==> config.mk <==
export PLATFORM = sky130hd
export DESIGN_NAME = synth_div_ctrl
export DESIGN_NICKNAME = d
export VERILOG_FILES = /design/src/rtl/sdc_pkg.sv /design/src/rtl/sdc_divider.sv /design/src/rtl/sdc_adc_clk.sv /design/src/rtl/sdc_datapath.sv /design/src/rtl/sdc_control.sv /design/src/rtl/synth_div_ctrl.sv
export SDC_FILE = /design/constraint.sdc
export NUM_CORES = 1
export LEC_CHECK = 0
export BUFFER_PORTS_ARGS = -buffer_cell sky130_fd_sc_hd__buf_2
export CAP_MARGIN = 20
export CORE_MARGIN = 2
export CORE_UTILIZATION = 30
export DETAILED_ROUTE_END_ITERATION = 8
export PLACE_DENSITY_LB_ADDON = 0.05
export SYNTH_ARGS = -nofsm -noshare
export SYNTH_HDL_FRONTEND = slang
export SYNTH_SLANG_ARGS = --single-unit
==> constraint.sdc <==
create_clock -name clk -period 2.63 [get_ports clk]
set_input_delay 0.3945 -clock clk [delete_from_list [all_inputs] [get_ports clk]]
set_output_delay 0.3945 -clock clk [all_outputs]
set_load 0.02 [all_outputs]
==> src/rtl/sdc_pkg.sv <==
package sdc_pkg;
  parameter int REF_W      = 12;
  parameter int MAIN_W     = 15;
  parameter int TUNE_W     = 5;
  parameter int SEL_W      = 4;
  parameter int LOCK_WIN   = 2;
  parameter int LOCK_COUNT = 16;
  parameter int ADC_DIV_A  = 12;
  parameter int ADC_DIV_B  = 24;
  parameter int MAIN_DEF   = 5637;
  parameter int TUNE_DEF   = 4;

  typedef enum logic [1:0] {
    ADC_REF   = 2'b00,
    ADC_DIVA  = 2'b01,
    ADC_DIVB  = 2'b10,
    ADC_OFF   = 2'b11
  } adcSel_t;

  // Strobes and ratios driven by control into the datapath
  typedef struct packed {
    logic [MAIN_W-1:0] mainRatio;
    logic [TUNE_W-1:0] tuneRatio;
  } divCfg_t;

  typedef struct packed {
    logic              tuneValid;
    logic              mainValid;
    logic [MAIN_W-1:0] mainVal;
    logic [TUNE_W-1:0] tuneVal;
  } preset_t;

  function automatic preset_t presetLookup(input logic [SEL_W-1:0] code);
    preset_t p;
    p = '0;
    p.tuneValid = 1'b1;
    p.mainValid = ~code[SEL_W-1];
    unique case (code[SEL_W-2:0])
      3'b000: begin p.tuneVal = TUNE_W'(2);  p.mainVal = MAIN_W'(11274); end
      3'b001: begin p.tuneVal = TUNE_W'(3);  p.mainVal = MAIN_W'(7516);  end
      3'b010: begin p.tuneVal = TUNE_W'(4);  p.mainVal = MAIN_W'(5637);  end
      3'b011: begin p.tuneVal = TUNE_W'(6);  p.mainVal = MAIN_W'(3758);  end
      3'b101: begin p.tuneVal = TUNE_W'(12); p.mainVal = MAIN_W'(1879);  end
      3'b111: begin
        p.tuneVal   = TUNE_W'(24);
        p.tuneValid = code[SEL_W-1];
        p.mainValid = 1'b0;
      end
      default: begin p.tuneValid = 1'b0; p.mainValid = 1'b0; end
    endcase
    return p;
  endfunction
endpackage

==> src/rtl/sdc_divider.sv <==
module sdc_divider #(
  parameter int W = 12
) (
  input  logic         clk,
  input  logic         rstN,
  input  logic         tick,
  input  logic [W-1:0] ratio,
  output logic         pulse
);
  logic [W-1:0] cnt;

  always_ff @(posedge clk) begin
    if (!rstN) begin
      cnt   <= '0;
      pulse <= 1'b0;
    end else begin
      pulse <= 1'b0;
      if (tick) begin
        if (cnt == '0) begin
          cnt   <= ratio - W'(1);
          pulse <= 1'b1;
        end else begin
          cnt <= cnt - W'(1);
        end
      end
    end
  end
endmodule

==> src/rtl/sdc_adc_clk.sv <==
module sdc_adc_clk
  import sdc_pkg::*;
(
  input  logic       clk,
  input  logic       rstN,
  input  logic       lo2Tick,
  input  logic       refLevel,
  input  logic [1:0] selIn,
  output logic       adcClk
);
  localparam int PH_W = $clog2(ADC_DIV_B);

  adcSel_t       activeQ;
  adcSel_t       selReq;
  logic [PH_W-1:0] phaseQ;
  logic [PH_W-1:0] phaseNxt;
  logic [PH_W:0]   lenCur;
  logic [PH_W:0]   lenReq;
  logic            outQ;

  function automatic logic [PH_W:0] lenOf(input adcSel_t s);
    return (s == ADC_DIVB) ? (PH_W+1)'(ADC_DIV_B) : (PH_W+1)'(ADC_DIV_A);
  endfunction

  assign selReq   = adcSel_t'(selIn);
  assign lenCur   = lenOf(activeQ);
  assign lenReq   = lenOf(selReq);
  assign phaseNxt = ({1'b0, phaseQ} == lenCur - 1'b1) ? '0 : phaseQ + 1'b1;

  always_ff @(posedge clk) begin
    if (!rstN) begin
      activeQ <= ADC_OFF;
      phaseQ  <= '0;
      outQ    <= 1'b0;
    end else if (!outQ && (selReq != activeQ)) begin
      activeQ <= selReq;
      phaseQ  <= PH_W'(lenReq - 1'b1);
      outQ    <= 1'b0;
    end else begin
      unique case (activeQ)
        ADC_REF: outQ <= refLevel;
        ADC_OFF: outQ <= 1'b0;
        default: begin
          if (lo2Tick) begin
            phaseQ <= phaseNxt;
            outQ   <= ({1'b0, phaseNxt} < (lenCur >> 1));
          end
        end
      endcase
    end
  end

  assign adcClk = outQ;
endmodule

==> src/rtl/sdc_datapath.sv <==
module sdc_datapath
  import sdc_pkg::*;
(
  input  logic             clk,
  input  logic             rstN,
  input  logic             refTick,
  input  logic             vcoTick,
  input  logic             lo2Tick,
  input  logic             refLevel,
  input  logic [REF_W-1:0] refRatio,
  input  divCfg_t          cfg,
  input  logic [1:0]       adcSel,
  output logic             refPulse,
  output logic             mainPulse,
  output logic             tunePulse,
  output logic             adcClk
);
  sdc_divider #(.W(REF_W)) refDiv_i (
    .clk(clk), .rstN(rstN), .tick(refTick), .ratio(refRatio), .pulse(refPulse)
  );

  sdc_divider #(.W(MAIN_W)) mainDiv_i (
    .clk(clk), .rstN(rstN), .tick(vcoTick), .ratio(cfg.mainRatio), .pulse(mainPulse)
  );

  sdc_divider #(.W(TUNE_W)) tuneDiv_i (
    .clk(clk), .rstN(rstN), .tick(refPulse), .ratio(cfg.tuneRatio), .pulse(tunePulse)
  );

  sdc_adc_clk adcClk_i (
    .clk(clk), .rstN(rstN), .lo2Tick(lo2Tick), .refLevel(refLevel),
    .selIn(adcSel), .adcClk(adcClk)
  );
endmodule

==> src/rtl/sdc_control.sv <==
module sdc_control
  import sdc_pkg::*;
(
  input  logic              clk,
  input  logic              rstN,
  input  logic [MAIN_W-1:0] mainRatioIn,
  input  logic              mainRatioWr,
  input  logic [SEL_W-1:0]  compSel,
  input  logic              compSelWr,
  input  logic              refPulse,
  input  logic              mainPulse,
  output divCfg_t           cfg,
  output logic              lockDet
);
  localparam int AGE_W = $clog2(LOCK_WIN + 1);
  localparam int CNT_W = $clog2(LOCK_COUNT + 1);

  typedef enum logic [1:0] {PEND_NONE, PEND_REF, PEND_MAIN} pend_t;

  logic [MAIN_W-1:0] mainQ;
  logic [TUNE_W-1:0] tuneQ;
  preset_t           preset;

  pend_t             pendQ, pendD;
  logic [AGE_W-1:0]  ageQ, ageD;
  logic [CNT_W-1:0]  goodCnt;
  logic              good, bad;
  logic              lockQ;

  assign preset = presetLookup(compSel);

  // Ratio registers
  always_ff @(posedge clk) begin
    if (!rstN) begin
      mainQ <= MAIN_W'(MAIN_DEF);
      tuneQ <= TUNE_W'(TUNE_DEF);
    end else begin
      if (mainRatioWr) begin
        mainQ <= mainRatioIn;
      end else if (compSelWr && preset.mainValid) begin
        mainQ <= preset.mainVal;
      end
      if (compSelWr && preset.tuneValid) begin
        tuneQ <= preset.tuneVal;
      end
    end
  end

  assign cfg.mainRatio = mainQ;
  assign cfg.tuneRatio = tuneQ;

  // Pending-pulse tracker: one side waits up to LOCK_WIN cycles for the other
  always_comb begin
    good  = 1'b0;
    bad   = 1'b0;
    pendD = pendQ;
    ageD  = ageQ;
    unique case (pendQ)
      PEND_NONE: begin
        if (refPulse && mainPulse) begin
          good = 1'b1;
        end else if (refPulse) begin
          pendD = PEND_REF;
          ageD  = AGE_W'(1);
        end else if (mainPulse) begin
          pendD = PEND_MAIN;
          ageD  = AGE_W'(1);
        end
      end
      PEND_REF: begin
        if (mainPulse) begin
          good  = 1'b1;
          pendD = refPulse ? PEND_REF : PEND_NONE;
          ageD  = AGE_W'(1);
        end else if (refPulse) begin
          bad   = 1'b1;
          ageD  = AGE_W'(1);
        end else if (ageQ == AGE_W'(LOCK_WIN)) begin
          bad   = 1'b1;
          pendD = PEND_NONE;
        end else begin
          ageD  = ageQ + 1'b1;
        end
      end
      default: begin
        if (refPulse) begin
          good  = 1'b1;
          pendD = mainPulse ? PEND_MAIN : PEND_NONE;
          ageD  = AGE_W'(1);
        end else if (mainPulse) begin
          bad   = 1'b1;
          ageD  = AGE_W'(1);
        end else if (ageQ == AGE_W'(LOCK_WIN)) begin
          bad   = 1'b1;
          pendD = PEND_NONE;
        end else begin
          ageD  = ageQ + 1'b1;
        end
      end
    endcase
  end

  always_ff @(posedge clk) begin
    if (!rstN) begin
      pendQ   <= PEND_NONE;
      ageQ    <= '0;
      goodCnt <= '0;
      lockQ   <= 1'b0;
    end else begin
      pendQ <= pendD;
      ageQ  <= ageD;
      if (bad) begin
        goodCnt <= '0;
        lockQ   <= 1'b0;
      end else if (good) begin
        if (goodCnt < CNT_W'(LOCK_COUNT - 1)) begin
          goodCnt <= goodCnt + 1'b1;
        end else begin
          lockQ <= 1'b1;
        end
      end
    end
  end

  assign lockDet = lockQ;
endmodule

==> src/rtl/synth_div_ctrl.sv <==
module synth_div_ctrl
  import sdc_pkg::*;
(
  input  logic              clk,
  input  logic              rstN,
  input  logic              refTick,
  input  logic              vcoTick,
  input  logic              lo2Tick,
  input  logic              refLevel,
  input  logic [REF_W-1:0]  refRatio,
  input  logic [MAIN_W-1:0] mainRatioIn,
  input  logic              mainRatioWr,
  input  logic [SEL_W-1:0]  compSel,
  input  logic              compSelWr,
  input  logic [1:0]        adcClkSel,
  output logic              refPulse,
  output logic              mainPulse,
  output logic              tunePulse,
  output logic              lockDet,
  output logic              adcClk
);
  divCfg_t cfg;

  sdc_control ctrl_i (
    .clk(clk), .rstN(rstN),
    .mainRatioIn(mainRatioIn), .mainRatioWr(mainRatioWr),
    .compSel(compSel), .compSelWr(compSelWr),
    .refPulse(refPulse), .mainPulse(mainPulse),
    .cfg(cfg), .lockDet(lockDet)
  );

  sdc_datapath dp_i (
    .clk(clk), .rstN(rstN),
    .refTick(refTick), .vcoTick(vcoTick), .lo2Tick(lo2Tick), .refLevel(refLevel),
    .refRatio(refRatio), .cfg(cfg), .adcSel(adcClkSel),
    .refPulse(refPulse), .mainPulse(mainPulse), .tunePulse(tunePulse),
    .adcClk(adcClk)
  );
endmodule

==> results.cfg, run 1 <==
[critical_path]
critPathArrivalTime_ns = 2.76
cp.required_ns = 2.91
critPathSlowestCell = or4_1
crit_start = dp_i.refDiv_i.cnt[6]$_SDFFE_PN0P_
crit_fanout = 6
crit_path_end = dp_i.refDiv_i.cnt[8]$_SDFFE_PN0P_
start_kind = flip-flop
critPathCaptureType = flip-flop
rrSetupSlack_ns = 0.14
path_cells = or4_1, nor3_2, a21oi_1, ha_1, nand2b_1, or4_1, a2111oi_2, buf_4, o211ai_1, mux2i_1
rr_endpoint = dp_i.refDiv_i.cnt[8]$_SDFFE_PN0P_
path_class = flip-flop to flip-flop
r2r_cells = 10
reg2reg_from = dp_i.refDiv_i.cnt[6]$_SDFFE_PN0P_
cp_common_cell = or4_1
cp_slowest_stage_delay_ns = 0.61

[run]
drv_cap = 0

[timing]
rsz0062_at_grt = no
hold_viol_final = 0
fmax_mhz = 402
slew_violations = 0
fin_tns_setup_ns = 0
timing.hold.ws_ns = 0.264
worst_slew_pin_slew_ns = 0.577
skew_ns = 0.00664
slew_headroom_pct = 60.6
finalCritPeriodShare_pct = 94.5
setup_viol = 0
min_period_ns = 2.49

[final_layout]
area_growth_pct = 21.1
antenna_cells = 0
drive_gt1_share_pct = 21.5
final_util_pct = 37.0
n_fill_cell = 1501
finalNetCount = 648

[global_routing]
first_global_vias = 4182
grt_pass1_wl_um = 22000
grtUsageTotal_pct = 17.4
antenna_found_initial = 0
grt_max_degree = 39
grt_overflow_total = 0

[synth]
synth_seq_cells = 73
synth.mux.area_fraction_pct = 5.14
syn_avg_cell_area_um2 = 8.26
synthFlopType = dfxtp_1
synth_top_family_by_area = compound AO/OA/AOI/OAI gates
syn-instance-count = 533
synth.distinct_cells = 72
synthArstFlopShare_pct = 0
synthAdderAreaFrac_pct = 3.13
synth_xor_area_share_pct = 1.79
synth_simple_gate_area_share_pct = 25.4
ys_seq_area_share_pct = 33.2
yosysWarnings = 0
synth-edff-count = 0
syn_area_mm2 = 0.00440
synth_compound_area_share_pct = 26.8
synth_fp_nets = 585

[die]
die_width_um = 125
rows = 44
core-area_mm2 = 0.0144
initial_core_util_pct = 30.5
ios = 46
die_area_mm2 = 0.0157
die_y_um = 125

[pwr]
power.switching_mw = 2.37
power_mw = 5.73
p_int_mw = 3.36
p_leak_nw = 2.09
ir_worst_vdd_uv = 387
p_seq_share_pct = 26.5
pwr-share-clk_pct = 21.5
pwr_density_cell_mw_per_mm2 = 1070
p_comb_share_pct = 52.0
swShare_pct = 41.4

[clocking]
clock_sinks = 73
clk_pin_slew_worst_paths_ns = 0.06
htreeDepth = 3
max-clock-path-buffers = 2
postCtsHoldBufs = 0
cts_buffers = 9
cts_tree = built
insertion_delay_ns = 0.35
clockRootBuffer = clkbuf_16

[drt]
viasPerCell = 5.49
vias = 4303
initialDrtViolationCount = 235
wirelength_um = 13300
drc = 0
avgRoutedWirePerCell_um = 17.0
drtAntennaViolNets = 0
drt-pass1-iter-count = 4

[placement]
place.gp.congestion = 0.816
dpl.hpwl_um = 9650
numPortBuffers = 45

[outcome]
status = finished, final reports clean

[worst_hold_path]
worstHoldPathType = input pin to flip-flop
-- stage by stage --
stage,cells,instance area [um^2],worst slack [ns]
2_1_floorplan,533,4410,-0.0368
3_3_place_gp,769,5030,0.122
3_5_place_dp,769,5030,0.0532
4_1_cts,784,5310,0.0532
5_1_grt,784,5330,0.0104
6_report,784,5330,0.145
-- sequential cells by signal (all words and copies together) (netlist names), 5 cells and up --
signal and cells:
ctrl_i.tuneQ 5, dp_i.refDiv_i.cnt 12, dp_i.tuneDiv_i.cnt 5, ctrl_i.mainQ 15, ctrl_i.goodCnt 5, dp_i.adcClk_i.phaseQ 5, dp_i.mainDiv_i.cnt 15
-- layer usage --
layer	track usage, %	vias to the layer above	part of all wire [%]
met5	0	-	0
met4	5.56	0	1.3
met3	3.29	11	4.0
met2	28.3	74	46
met1	23.4	2045	49
li1	-	2173	-
-- final cells by class --
class / count / area (um^2) / share of cell area (%)
repair buffers: 81 / 520 / 9.77
flip-flops and latches: 73 / 1460 / 27.4
clock inverters: 5 / 57.6 / 1.08
well taps: 184 / 230 / 4.32
multi-input cells: 413 / 2760 / 51.8
clock buffers: 10 / 229 / 4.30
inverters: 18 / 67.6 / 1.27
-- cell usage in the layout (no fill, tap or decap), types with 6 or more instances in the layout --
cell type,Yosys,routed
a2111o_1,7,7
a211oi_1,9,9
a21oi_1,32,31
a31oi_1,11,11
and2_1,7,7
buf_2,5,45
buf_4,1,34
clkbuf_16,0,9
dfxtp_1,73,72
ha_1,11,11
inv_1,18,18
mux2i_1,17,17
nand2_1,33,33
nand2b_1,12,12
nand3_1,17,17
nor2_1,58,58
nor3_1,15,15
nor4_1,9,9
o2111ai_1,6,6
o211ai_1,8,8
o21ai_0,18,18
o22ai_1,6,6
o311ai_0,7,7
or2_2,6,6
or3_1,15,15
or4_1,11,11
-- cell usage after synthesis (4+ instances only) --
master,count,area [um^2]
dfxtp_1,73,1460
nor2_1,58,218
nand2_1,33,124
a21oi_1,32,160
clkbuf_1,21,78.8
inv_1,18,67.6
o21ai_0,18,90.1
mux2i_1,17,170
nand3_1,17,85.1
nor3_1,15,75.1
or3_1,15,93.8
nand2b_1,12,75.1
a31oi_1,11,68.8
ha_1,11,138
or4_1,11,82.6
a211oi_1,9,67.6
nor4_1,9,56.3
o211ai_1,8,60.1
a2111o_1,7,78.8
and2_1,7,43.8
o311ai_0,7,61.3
o2111ai_1,6,52.6
o22ai_1,6,37.5
or2_2,6,37.5
a311o_1,5,50.1
buf_2,5,25.0
mux2_2,5,56.3
xor2_1,5,43.8
a2111oi_0,4,35.0
a31o_2,4,35.0
and3_1,4,25.0
o21a_1,4,30.0
xnor2_1,4,35.0
-- power by group through the flow --
stage	clock (mW)	combinational, mW	sequential (mW)
after global routing	1.30	3.28	1.56
final	1.23	2.98	1.52
after floorplan	0	1.95	1.52
after global placement	0	2.94	1.54
after CTS	1.27	2.95	1.52
after detailed placement	0	2.93	1.54
-- worst max-delay path, delay by kind of cell (launching register included) --
family,cells,cell delay [ns]
buffers and inverters,1,0.17
adder cells (fa/ha/maj),1,0.24
flip-flops,1,0.34
multiplexers,1,0.20
AND/OR/NAND/NOR,4,1.18
AO/OA/AOI/OAI,3,0.29
-- worst min path at each step --
stage,endpoint,cells after the start,from
2_1_floorplan,ctrl_i.tuneQ[3]$_SDFFE_PN0P_,2,ctrl_i.tuneQ[3]$_SDFFE_PN0P_
3_3_place_gp,ctrl_i.lockDet$_SDFFE_PP0P_,2,ctrl_i.lockDet$_SDFFE_PP0P_
3_5_place_dp,ctrl_i.goodCnt[3]$_SDFFE_PP0P_,2,ctrl_i.goodCnt[3]$_SDFFE_PP0P_
4_1_cts,ctrl_i.mainQ[10]$_SDFFE_PN1P_,3,mainRatioIn[10]
5_1_grt,ctrl_i.mainQ[10]$_SDFFE_PN1P_,3,mainRatioIn[10]
6_report,ctrl_i.mainQ[10]$_SDFFE_PN1P_,3,mainRatioIn[10]
-- logic make-up (layout without fill, tap and decap cells) --
| logic type | Yosys count | count (layout) |
|---|---|---|
| fa+ha+maj | 11 | 11 |
| mux | 22 | 22 |
| flops | 73 | 73 |
| buf+inv | 47 | 114 |
| xor+xnor | 9 | 9 |
| compound gates | 160 | 160 |
| simple gates | 211 | 211 |
-- repair_timing --
action	in CTS	in global routing
buffers inserted	0	0
endpoints found under the setup margin	0	3
resized for setup	0	4
hold endpoints to repair	0	0
Note: power is estimated with default switching activity, not from simulation.
==> run 2, diff against run 1 <==
--- a/config.mk
+++ b/config.mk
@@ -9,6 +9,7 @@
 export CAP_MARGIN = 20
 export CORE_MARGIN = 2
 export CORE_UTILIZATION = 30
+export CTS_BUF_LIST = sky130_fd_sc_hd__clkbuf_8
 export DETAILED_ROUTE_END_ITERATION = 8
 export PLACE_DENSITY_LB_ADDON = 0.05
 export SYNTH_ARGS = -nofsm -noshare
==> results.cfg, run 2 (same netlist as run 1, synthesis figures left out) <==
[critical_path]
path_cells = or4_1, nor3_2, a21oi_1, ha_1, nand2b_1, or4_1, a2111oi_2, buf_4, o211ai_1, mux2i_1
path_buf_inv = 1
cp_common_cell = or4_1
crit_path_end = dp_i.refDiv_i.cnt[8]$_SDFFE_PN0P_
path_depth = 10
rrSetupSlack_ns = 0.13
start_kind = flip-flop
critPathTopFamily = simple AND/OR/NAND/NOR gates
rr_endpoint = dp_i.refDiv_i.cnt[8]$_SDFFE_PN0P_
critPathSlowestCell = or4_1
path_class = flip-flop to flip-flop
crit_start = dp_i.refDiv_i.cnt[6]$_SDFFE_PN0P_
crit_fanout = 6
critPathCaptureType = flip-flop
cp_slowest_stage_delay_ns = 0.61
reg2reg_from = dp_i.refDiv_i.cnt[6]$_SDFFE_PN0P_
critPathArrivalTime_ns = 2.81
cp.required_ns = 2.93
r2r_cells = 10

[pwr]
pwr_density_cell_mw_per_mm2 = 1030
p_seq_share_pct = 28.2
power.switching_mw = 2.34
pwr-share-clk_pct = 16.5
swShare_pct = 43.4
ir_worst_vdd_uv = 361
p_comb_share_pct = 55.3
p_int_mw = 3.05
p_leak_nw = 2.05
power_mw = 5.39

[final_layout]
n_fill_cell = 1510
final_common_cell = dfxtp_1
finalNetCount = 648
largestRegisters = ctrl_i.mainQ x15, dp_i.mainDiv_i.cnt x15, dp_i.refDiv_i.cnt x12
area_growth_pct = 18.8
drive_gt1_share_pct = 21.5
antenna_cells = 0
mostFrequentLayoutCells = 72 x dfxtp_1, 58 x nor2_1, 45 x buf_2, 34 x buf_4, 33 x nand2_1

[global_routing]
antenna_found_initial = 0
first_global_vias = 4191
grtUsageTotal_pct = 17.4
grt_max_degree = 39
grt_overflow_total = 0
grt_pass1_wl_um = 22000

[die]
ios = 46
initial_core_util_pct = 30.5
die_width_um = 125
rows = 44
die_y_um = 125
die_area_mm2 = 0.0157
core-area_mm2 = 0.0144

[outcome]
status = finished, final reports clean

[timing]
slew_violations = 0
finalCritPeriodShare_pct = 95.2
fin_tns_setup_ns = 0
min_period_ns = 2.50
finalWorstSetupSlack_ns = 0.127
worst_slew_pin_slew_ns = 0.621
slew_headroom_pct = 58.4
hold_viol_final = 0
setup_viol = 0
timing.hold.ws_ns = 0.235
skew_ns = 0.0114
fmax_mhz = 400
rsz0062_at_grt = no

[drt]
viasPerCell = 5.56
vias = 4359
avgRoutedWirePerCell_um = 17.1
drt-pass1-iter-count = 4
wirelength_um = 13400
drc = 0
initialDrtViolationCount = 234
drtAntennaViolNets = 0

[placement]
numPortBuffers = 45
dpl.hpwl_um = 9650
pre_cts_ws_ns = 0.0532
place.gp.congestion = 0.816

[worst_hold_path]
worstHoldPathType = input pin to flip-flop

[clocking]
clockRootBuffer = clkbuf_8
insertion_delay_ns = 0.37
postCtsHoldBufs = 0
clk_pin_slew_worst_paths_ns = 0.08
cts_tree = built
htreeDepth = 3
cts_setup_buffers = 0
clock_sinks = 73
cts_buffers = 9
cts_resized = 0
max-clock-path-buffers = 2

[run]
drv_cap = 0
-- run 2: cell count changes in the layout (fill, tap and decap cells not counted) --
cell       delta
clkbuf_8      +9
inv_1         +1
clkbuf_1      -1
clkbuf_16     -9
-- run 2: worst reg2reg max path: stages, from the launching register on --
cell       delay (ns)
dfxtp_1          0.35
or4_1            0.61
nor3_2           0.32
a21oi_1          0.12
ha_1             0.24
nand2b_1         0.09
or4_1            0.17
a2111oi_2        0.06
buf_4            0.17
o211ai_1         0.11
mux2i_1          0.20
-- run 2: how the worst min path moves through the flow --
| stage | start | to | depth (start not counted) |
|---|---|---|---|
| final | mainRatioIn[10] | ctrl_i.mainQ[10]$_SDFFE_PN1P_ | 3 |
| after detailed placement | ctrl_i.goodCnt[3]$_SDFFE_PP0P_ | ctrl_i.goodCnt[3]$_SDFFE_PP0P_ | 2 |
| after floorplan | ctrl_i.tuneQ[3]$_SDFFE_PN0P_ | ctrl_i.tuneQ[3]$_SDFFE_PN0P_ | 2 |
| after global placement | ctrl_i.lockDet$_SDFFE_PP0P_ | ctrl_i.lockDet$_SDFFE_PP0P_ | 2 |
| after CTS | mainRatioIn[10] | ctrl_i.mainQ[10]$_SDFFE_PN1P_ | 3 |
| after global routing | mainRatioIn[10] | ctrl_i.mainQ[10]$_SDFFE_PN1P_ | 3 |
-- run 2: area by class of cell --
class	instances	area, um^2	share of cell area, %
clock buffer	9	124	2.37
clock inverter	6	61.3	1.17
inverter	18	67.6	1.29
multi-input combinational	413	2760	52.8
sequential	73	1460	28.0
tap	184	230	4.40
timing repair buffer	81	520	9.95
-- run 2: metrics by stage --
stage / utilization (%) / cell area, um^2 / instances
floorplan: - / 4410 / 533
global placement: 34.9 / 5030 / 769
detailed placement: 34.9 / 5030 / 769
CTS: 36.1 / 5210 / 784
global route: 36.3 / 5230 / 784
finish: 36.3 / 5230 / 784
-- run 2: power by group through the flow --
| stage | clock network (mW) | registers (mW) | logic [mW] |
|---|---|---|---|
| after floorplan | 0 | 1.52 | 1.95 |
| after global placement | 0 | 1.54 | 2.94 |
| after detailed placement | 0 | 1.54 | 2.93 |
| after CTS | 0.927 | 1.52 | 2.95 |
| after global routing | 0.962 | 1.56 | 3.28 |
| final | 0.891 | 1.52 | 2.98 |
-- run 2: metal layers --
metal	GRT usage (%)	part of all wire, %	vias to the layer above
li1	-	-	2169
met1	23.4	50	2102
met2	28.2	46	73
met3	3.42	3.3	15
met4	5.36	1.1	0
met5	0	0	-
